$ cat config.mk
export PLATFORM = sky130hd
export DESIGN_NAME = brc_top
export DESIGN_NICKNAME = d
export VERILOG_FILES = /design/src/rtl/brc_pkg.sv /design/src/rtl/brc_decode.sv /design/src/rtl/brc_cond.sv /design/src/rtl/brc_target.sv /design/src/rtl/brc_pend.sv /design/src/rtl/brc_top.sv
export SDC_FILE = /design/constraint.sdc
export NUM_CORES = 1
export LEC_CHECK = 0
export BUFFER_PORTS_ARGS = -buffer_cell sky130_fd_sc_hd__buf_2
export CAP_MARGIN = 25
export CORE_ASPECT_RATIO = 0.7
export CORE_MARGIN = 4
export CORE_UTILIZATION = 51
export DETAILED_ROUTE_END_ITERATION = 10
export PLACE_DENSITY = 0.8
export SYNTH_ARGS = -nofsm -noshare
export SYNTH_HDL_FRONTEND = slang
export SYNTH_SLANG_ARGS = --single-unit
$ cat constraint.sdc
create_clock -name clk -period 4.6 [get_ports clk]
set_clock_uncertainty 0.15 [all_clocks]
set_input_delay 0.46 -clock clk [delete_from_list [all_inputs] [get_ports clk]]
set_output_delay 0.46 -clock clk [all_outputs]
set_load 0.02 [all_outputs]
$ cat src/rtl/brc_pkg.sv
package brc_pkg;
  localparam logic [3:0] K_BEQ    = 4'd0;
  localparam logic [3:0] K_BNE    = 4'd1;
  localparam logic [3:0] K_BLEZ   = 4'd2;
  localparam logic [3:0] K_BGTZ   = 4'd3;
  localparam logic [3:0] K_BLTZ   = 4'd4;
  localparam logic [3:0] K_BGEZ   = 4'd5;
  localparam logic [3:0] K_BLTZAL = 4'd6;
  localparam logic [3:0] K_BGEZAL = 4'd7;
  localparam logic [3:0] K_J      = 4'd8;
  localparam logic [3:0] K_JAL    = 4'd9;
  localparam logic [3:0] K_JR     = 4'd10;
  localparam logic [3:0] K_JALR   = 4'd11;

  typedef struct packed {
    logic is_cond;   // compares operands
    logic is_abs;    // page-relative index target
    logic is_reg;    // register target
    logic is_link;   // writes return address
    logic link_rd;   // link goes to rd field
    logic rsv;       // reserved encoding
  } brc_dec_t;
endpackage

$ cat src/rtl/brc_decode.sv
module brc_decode
  import brc_pkg::*;
#(
  parameter int HINTW = 5
) (
  input  logic [3:0]       kind_i,
  input  logic             likely_i,
  input  logic [HINTW-1:0] hint_i,
  output brc_dec_t         dec_o
);
  always_comb begin
    dec_o = '0;
    unique case (kind_i)
      K_BEQ, K_BNE, K_BLEZ, K_BGTZ, K_BLTZ, K_BGEZ: dec_o.is_cond = 1'b1;
      K_BLTZAL, K_BGEZAL: begin
        dec_o.is_cond = 1'b1;
        dec_o.is_link = 1'b1;
      end
      K_J: dec_o.is_abs = 1'b1;
      K_JAL: begin
        dec_o.is_abs  = 1'b1;
        dec_o.is_link = 1'b1;
      end
      K_JR: dec_o.is_reg = 1'b1;
      K_JALR: begin
        dec_o.is_reg  = 1'b1;
        dec_o.is_link = 1'b1;
        dec_o.link_rd = 1'b1;
      end
      default: dec_o.rsv = 1'b1;
    endcase
    if (!dec_o.is_cond && likely_i) dec_o.rsv = 1'b1;
    if (dec_o.is_reg && (hint_i != '0)) dec_o.rsv = 1'b1;
  end
endmodule

$ cat src/rtl/brc_cond.sv
module brc_cond
  import brc_pkg::*;
#(
  parameter int XLEN = 32
) (
  input  logic [3:0]      kind_i,
  input  logic [XLEN-1:0] rs_i,
  input  logic [XLEN-1:0] rt_i,
  output logic            take_o
);
  logic signed [XLEN-1:0] rs_s;
  logic                   neg, zero;

  assign rs_s = $signed(rs_i);
  assign neg  = rs_s < 0;
  assign zero = (rs_i == '0);

  always_comb begin
    unique case (kind_i)
      K_BEQ:              take_o = (rs_i == rt_i);
      K_BNE:              take_o = (rs_i != rt_i);
      K_BLEZ:             take_o = neg | zero;
      K_BGTZ:             take_o = ~neg & ~zero;
      K_BLTZ, K_BLTZAL:   take_o = neg;
      K_BGEZ, K_BGEZAL:   take_o = ~neg;
      default:            take_o = 1'b1;
    endcase
  end
endmodule

$ cat src/rtl/brc_target.sv
module brc_target #(
  parameter int XLEN  = 32,
  parameter int OFFW  = 16,
  parameter int JIDXW = 26
) (
  input  logic [XLEN-1:0]  pc_i,
  input  logic [OFFW-1:0]  off_i,
  input  logic [JIDXW-1:0] jidx_i,
  input  logic [XLEN-1:0]  rs_i,
  input  logic             is_abs_i,
  input  logic             is_reg_i,
  output logic [XLEN-1:0]  target_o,
  output logic [XLEN-1:0]  pc8_o
);
  localparam int SEXTW = XLEN - OFFW - 2;
  localparam int PAGEW = XLEN - JIDXW - 2;

  logic [XLEN-1:0] pc4, rel, abs_t;

  assign pc4   = pc_i + XLEN'(4);
  assign pc8_o = pc_i + XLEN'(8);
  assign rel   = pc4 + {{SEXTW{off_i[OFFW-1]}}, off_i, 2'b00};
  assign abs_t = {pc4[XLEN-1 -: PAGEW], jidx_i, 2'b00};

  always_comb begin
    if (is_reg_i)      target_o = rs_i;
    else if (is_abs_i) target_o = abs_t;
    else               target_o = rel;
  end
endmodule

$ cat src/rtl/brc_pend.sv
module brc_pend #(
  parameter int XLEN = 32
) (
  input  logic            clk,
  input  logic            rst,
  input  logic            arm_i,
  input  logic            taken_i,
  input  logic [XLEN-1:0] target_i,
  input  logic            slot_done_i,
  output logic            pend_o,
  output logic            fire_o,
  output logic [XLEN-1:0] fire_pc_o
);
  logic            taken_q;
  logic [XLEN-1:0] tgt_q;

  assign fire_o    = pend_o & slot_done_i & taken_q;
  assign fire_pc_o = tgt_q;

  always_ff @(posedge clk) begin
    if (rst) begin
      pend_o  <= 1'b0;
      taken_q <= 1'b0;
      tgt_q   <= '0;
    end else if (arm_i) begin
      pend_o  <= 1'b1;
      taken_q <= taken_i;
      tgt_q   <= target_i;
    end else if (slot_done_i) begin
      pend_o  <= 1'b0;
    end
  end
endmodule

$ cat src/rtl/brc_top.sv
module brc_top
  import brc_pkg::*;
#(
  parameter int XLEN     = 32,
  parameter int OFFW     = 16,
  parameter int JIDXW    = 26,
  parameter int REGW     = 5,
  parameter int LINK_REG = 31
) (
  input  logic             clk,
  input  logic             rst,
  input  logic             br_valid_i,
  input  logic [3:0]       br_kind_i,
  input  logic             br_likely_i,
  input  logic [XLEN-1:0]  rs_val_i,
  input  logic [XLEN-1:0]  rt_val_i,
  input  logic [OFFW-1:0]  br_off_i,
  input  logic [JIDXW-1:0] jidx_i,
  input  logic [REGW-1:0]  hint_i,
  input  logic [REGW-1:0]  rd_num_i,
  input  logic [XLEN-1:0]  pc_i,
  input  logic             slot_done_i,
  output logic             dec_valid_o,
  output logic             dec_taken_o,
  output logic [XLEN-1:0]  dec_target_o,
  output logic             link_we_o,
  output logic [REGW-1:0]  link_reg_o,
  output logic [XLEN-1:0]  link_val_o,
  output logic             ri_o,
  output logic             squash_o,
  output logic             nest_o,
  output logic             redir_valid_o,
  output logic [XLEN-1:0]  redir_pc_o
);
  brc_dec_t        dec;
  logic            take;
  logic [XLEN-1:0] target, pc8, fire_pc;
  logic            pend, fire;
  logic            accept, go, skip, arm;
  logic [REGW-1:0] link_dst;

  brc_decode #(.HINTW(REGW)) u_dec (
    .kind_i(br_kind_i), .likely_i(br_likely_i), .hint_i(hint_i), .dec_o(dec)
  );

  brc_cond #(.XLEN(XLEN)) u_cond (
    .kind_i(br_kind_i), .rs_i(rs_val_i), .rt_i(rt_val_i), .take_o(take)
  );

  brc_target #(.XLEN(XLEN), .OFFW(OFFW), .JIDXW(JIDXW)) u_tgt (
    .pc_i(pc_i), .off_i(br_off_i), .jidx_i(jidx_i), .rs_i(rs_val_i),
    .is_abs_i(dec.is_abs), .is_reg_i(dec.is_reg),
    .target_o(target), .pc8_o(pc8)
  );

  assign accept   = br_valid_i & ~pend;
  assign go       = accept & ~dec.rsv;
  assign skip     = go & br_likely_i & ~take;
  assign arm      = go & ~skip;
  assign link_dst = dec.link_rd ? rd_num_i : REGW'(LINK_REG);

  brc_pend #(.XLEN(XLEN)) u_pend (
    .clk(clk), .rst(rst), .arm_i(arm), .taken_i(take), .target_i(target),
    .slot_done_i(slot_done_i), .pend_o(pend), .fire_o(fire), .fire_pc_o(fire_pc)
  );

  always_ff @(posedge clk) begin
    if (rst) begin
      dec_valid_o   <= 1'b0;
      dec_taken_o   <= 1'b0;
      dec_target_o  <= '0;
      link_we_o     <= 1'b0;
      link_reg_o    <= '0;
      link_val_o    <= '0;
      ri_o          <= 1'b0;
      squash_o      <= 1'b0;
      nest_o        <= 1'b0;
      redir_valid_o <= 1'b0;
      redir_pc_o    <= '0;
    end else begin
      dec_valid_o   <= go;
      dec_taken_o   <= go & take;
      dec_target_o  <= target;
      link_we_o     <= go & dec.is_link & (link_dst != '0);
      link_reg_o    <= link_dst;
      link_val_o    <= pc8;
      ri_o          <= accept & dec.rsv;
      squash_o      <= skip;
      nest_o        <= br_valid_i & pend;
      redir_valid_o <= skip | fire;
      redir_pc_o    <= skip ? pc8 : fire_pc;
    end
  end
endmodule

Word level (Yosys, flattened, before mapping):

Cells that the tools add are included.

* register bits after elaboration: 142
* input port bits: 157
* word-level logic and storage cells: 82
* output and inout bits: 108

* reductions and logical operators: 15
* magnitude comparators: 1
* bitwise logic cells: 21
* eq/ne operators: 13
* mux-type cells: 15
* $add $sub $neg: 3

Operator list (count)
* two-way mux 32 bit: 3
* adder 32 x 3 -> 32 bit, second input constant: 1
* adder 32 bit: 1
* adder 32 x 4 -> 32 bit, second input constant: 1
* equality test 32 bit: 1
* logical NOT 32 bit: 1
* less-than comparator 32 x 1 -> 1 bit, second input constant: 1
* inequality test 32 bit: 1
* equality test 4 x 3 -> 1 bit, second input constant: 4
* equality test 4 bit, second input constant: 4
* AND 1 bit: 13
* OR reduction 12 bit: 1
* two-way mux 1 bit: 10
* nonzero test 5 bit: 2
* equality test 4 x 2 -> 1 bit, second input constant: 2
* OR reduction 2 bit: 4
* OR reduction 8 bit: 1
* inverter 1 bit: 6
* case mux 1 bit (6 select lines): 1
* two-way mux 5 bit: 1
* equality test 4 x 1 -> 1 bit, second input constant: 1
* logical NOT 4 bit: 1
* OR reduction 4 bit: 1
* logical AND 1 bit: 2
* 3 further kinds: 4

Longest topological paths before layout:

* depth in word-level cells: 14
* depth in mapped cells: 18
* mapped depth without buffers: 16

Hierarchy:

A second synthesis with hierarchy kept.

* cells, all modules: 952
* area total of the unflattened synthesis: 8597.0 µm²

Modules (own cells, without submodules)
* brc_top: area an instance 3517.1 µm², times used 1, seq. area each 2162.1 µm², cells each 274
* brc_target: area an instance 3268.1 µm², times used 1, seq. area each 0.0 µm², cells each 490
* brc_pend: area an instance 1244.9 µm², times used 1, seq. area each 680.7 µm², cells each 112
* brc_cond: area an instance 498.0 µm², times used 1, seq. area each 0.0 µm², cells each 65
* brc_decode: area an instance 68.8 µm², times used 1, seq. area each 0.0 µm², cells each 11

Worst setup path before layout:

No wires, ideal clock.

* path type: input to register
* start point: input port pc_i[7]
* end point: register u_pend.tgt_q[27], in the netlist u_pend.fire_pc_o[27]
* data required time: 4.364 ns
* stages: 17
* setup slack: 0.676 ns
* data arrival time: 3.688 ns
* cells stage by stage: clkbuf_1 -> nand2_1 -> nor2_1 -> nand3_1 -> nor3_1 -> nand2_1 -> xnor2_1 -> ha_1 -> clkbuf_1 -> a21oi_1 -> o2111ai_1 -> a21o_1 -> or4_1 -> o21ai_0 -> xnor2_1 -> o21ai_1 -> a211oi_1

* longest elaborated chain between the ends: 4

Ends and longest elaborated chain
* start: declaration: line brc_top.sv:21 `input logic [XLEN-1:0] pc_i,`
* adder 32 x 3 -> 32 bit: line brc_target.sv:20 `assign pc4 = pc_i + XLEN'(4);`
* adder 32 bit: line brc_target.sv:22 `assign rel = pc4 + {{SEXTW{off_i[OFFW-1]}}, off_i, 2'b00};`
* two-way mux 32 bit: line brc_target.sv:27 `else if (is_abs_i) target_o = abs_t;`
* two-way mux 32 bit: line brc_target.sv:26 `if (is_reg_i) target_o = rs_i;`
* end signal: assignment: line brc_pend.sv:28 `tgt_q <= target_i;`
* end: declaration: line brc_pend.sv:15 `logic [XLEN-1:0] tgt_q;`

No other way between the ends.
A chain may end at the register's enable or synchronous reset.

Worst setup path after layout:

* start point: input port pc_i[3]
* end point: register u_pend.tgt_q[27], in the netlist u_pend.fire_pc_o[27]

Same word-level chain as after synthesis.

==> key figures <==
Clock tree
  • Clock tree buffer depth: 2
  • Root Driver: clkbuf_16
  • CTS Buf Count: 17
  • Post-CTS sizing: 0
  • Clock slew at reported path FFs: 0.07 ns
  • Clock sinks: 142
  • CTS H-Tree Depth: 4
  • Post-CTS Hold Buffers: 0
  • TritonCTS clock tree: yes
  • Post-CTS setup buffers: 0
  • Clk_lat worst skew: 0.43 ns

Yosys
  • Number of synthesized flops with an enable pin: 0
  • Ys async rst share: 0
  • Most numerous cell in the Yosys netlist: nor2_1
  • Syn Nets: 1146
  • Cell Area, Synth: 8030 µm²
  • Predominant post-synthesis flop cell: dfxtp_1
  • Yosys top cell area share: 0.354
  • Cell taking the most area after synthesis: dfxtp_1
  • Post-synthesis cell count: 953
  • Synth unique cells: 68
  • Post-synth top cells: nor2_1 (148), dfxtp_1 (142), xnor2_1 (79), nand2_1 (66), a211oi_1 (52)
  • Seq cells post-synth: 142
  • Ranking of synthesized cells by area: dfxtp_1 (35%), xnor2_1 (8.6%), nor2_1 (6.9%)
  • Ys Warns: 0
  • Avg Inst Size Synth: 8.43 µm²
  • Seq/Total Area, Yosys: 0.354

Timing
  • Final Hold Vio Count: 0
  • Highest clock rate: 0.240 GHz
  • Slew Limit Fails: 0
  • Max_slew headroom: 0.297
  • RSZ-0062 raised after global routing: false
  • Post-route clock period utilization: 0.906
  • Worst slew pin tran: 1.04 ns
  • Endpoints failing setup: 0
  • Final WS setup: 0.433 ns
  • TNS Setup: 0 ns
  • Post-layout min period: 4.17 ns

Placement
  • GPL Wtd Cong: 1.05
  • Port buffer count: 264
  • DP HPWL: 24.4 mm
  • Pre-CTS setup slack: 0.136 ns

Power
  • Max IR drop VDD: 0.000219 V
  • Pleak: 4.62 nW
  • P per Cell Area: 363 nW/µm²
  • Tot Pwr: 0.00370 W

Route
  • Drt pass-1 iters: 5
  • 1st-iter DRT viols: 811
  • Detailed Route WL: 30.7 mm
  • DR WL/cell: 21.7 µm
  • Post-DRT Antenna Nets: 0
  • DRC violations left: 0
  • DR vias: 8444
  • Via-per-instance ratio: 5.97

Worst setup path
  • Kind of start point of the critical path: input pin
  • CP max FO: 6
  • CP Data Required Time: 4.79 ns
  • CP arrival: 4.35 ns
  • Critical path class: input pin to flip-flop
  • R2R Setup Slk: 2.25 ns
  • Critical path endpoint category: flip-flop

GRT
  • Initial antenna violation count: 0
  • Largest net degree at the start of global routing: 108
  • Vias in the first global route: 7521
  • First-pass GRT wire length: 44.9 mm
  • Total grt overflow: 0
  • Total track usage: 0.333

Layout
  • NumNets Final: 1395
  • Area growth syn-to-layout: 26.8%
  • Fill cell count: 1324
  • Share of cells above drive strength 1: 0.276
  • ANT cells: 0

Die
  • Die width: 158 µm
  • Ports: 265
  • Row count: 38
  • Full die area: 17800 µm²
  • Die Height: 113 µm
  • Starting Density: 0.520
  • Core box area: 15500 µm²

Hold path
  • Worst Hold Class: input pin to flip-flop

Status
  • Status: finished, final reports clean

Run
  • Number of max-cap violations: 0
worst paths after layout:
| path | from | to | cells past startpoint |
|---|---|---|---|
| hold / removal | rd_num_i[3] | link_reg_o[3] | 3 |
| hold reg to reg | u_pend.fire_pc_o[16] | u_pend.fire_pc_o[16] | 2 |
| setup reg to reg | u_pend.pend_o | u_pend.fire_pc_o[25] | 4 |
| setup / recovery | pc_i[3] | u_pend.fire_pc_o[27] | 17 |
routing by layer:
layer / global-route usage / part of all wire
met3: 0.0830 / 0.13
met5: 0 / 0
met4: 0.0835 / 0.016
met1: 0.521 / 0.46
met2: 0.452 / 0.40
sequential cells by signal (all words and copies together) (netlist names):
signal	count
dec_valid_o	1
dec_target_o	32
link_val_o	32
redir_valid_o	1
u_pend.pend_o	1
dec_taken_o	1
redir_pc_o	32
ri_o	1
u_pend.fire_pc_o	32
u_pend.taken_q	1
squash_o	1
link_reg_o	5
nest_o	1
link_we_o	1
power by group:
group          total (W)  switching [W]  internal [W]
clock network    0.00140       0.000628      0.000774
logic           0.000927       0.000585      0.000342
registers        0.00137      0.0000384       0.00133
through the flow:
| stage | utilization | hold WS [ns] | instances | instance area (µm²) |
|---|---|---|---|---|
| 4_1_cts | 0.657 | 0.0940 | 1414 | 10200 |
| 6_report | 0.659 | 0.104 | 1415 | 10200 |
| 5_1_grt | 0.659 | 0.103 | 1415 | 10200 |
| 3_5_place_dp | 0.618 | 0.297 | 1382 | 9550 |
| 2_1_floorplan | - | 0.284 | 953 | 8030 |
| 3_3_place_gp | 0.618 | 0.296 | 1382 | 9550 |
cells in the final DEF (no fill, tap or decap), drive strengths merged, types with 5 or more instances in the layout:
cell	instances
dfxtp	142
clkinv	6
nand4	34
nor2	148
and4	9
nor4	13
nor3	11
a31oi	5
xnor2	79
ha	35
a211oi	52
buf	286
mux2i	35
and2	14
nand3	28
a21oi	41
xor2	33
nand2	66
inv	17
nor2b	14
o21ai	26
a21o	19
and3	16
clkbuf	17
logic make-up (layout without fill, tap and decap cells):
| group | Yosys count | after routing | share of synthesized area |
|---|---|---|---|
| DFF | 142 | 142 | 0.354 |
| xor gates and xnor gates | 112 | 112 | 0.122 |
| and+or+nand+nor | 372 | 372 | 0.226 |
| muxes | 37 | 37 | 0.0464 |
| AOI/OAI and AO/OA | 187 | 187 | 0.160 |
| adders and majority gates | 36 | 36 | 0.0570 |
| buffers and inverters | 67 | 329 | 0.0346 |
critical path, cell delays in order:
cell	delay (ns)
buf_2	0.16
ha_1	0.23
and3_1	0.33
nand3_1	0.25
nor2_1	0.19
and3_1	0.25
nand2_1	0.10
xnor2_1	0.31
ha_1	0.37
nand2_1	0.12
o2111ai_1	0.13
a21o_1	0.24
or4_1	0.40
o21ai_0	0.21
xnor2_1	0.21
o21ai_1	0.13
a211oi_1	0.26
layout make-up:
type                            instances  area [µm²]  area share
Multi-Input combinational cell        744        4910       0.482
Timing Repair Buffer                  286        1530       0.151
Tap cell                              200         250      0.0246
Sequential cell                       142        2840       0.279
Clock buffer                           17         425      0.0418
Clock inverter                         15         176      0.0173
Inverter                               11        41.3     0.00406
Power figures use the tool's default switching activity.
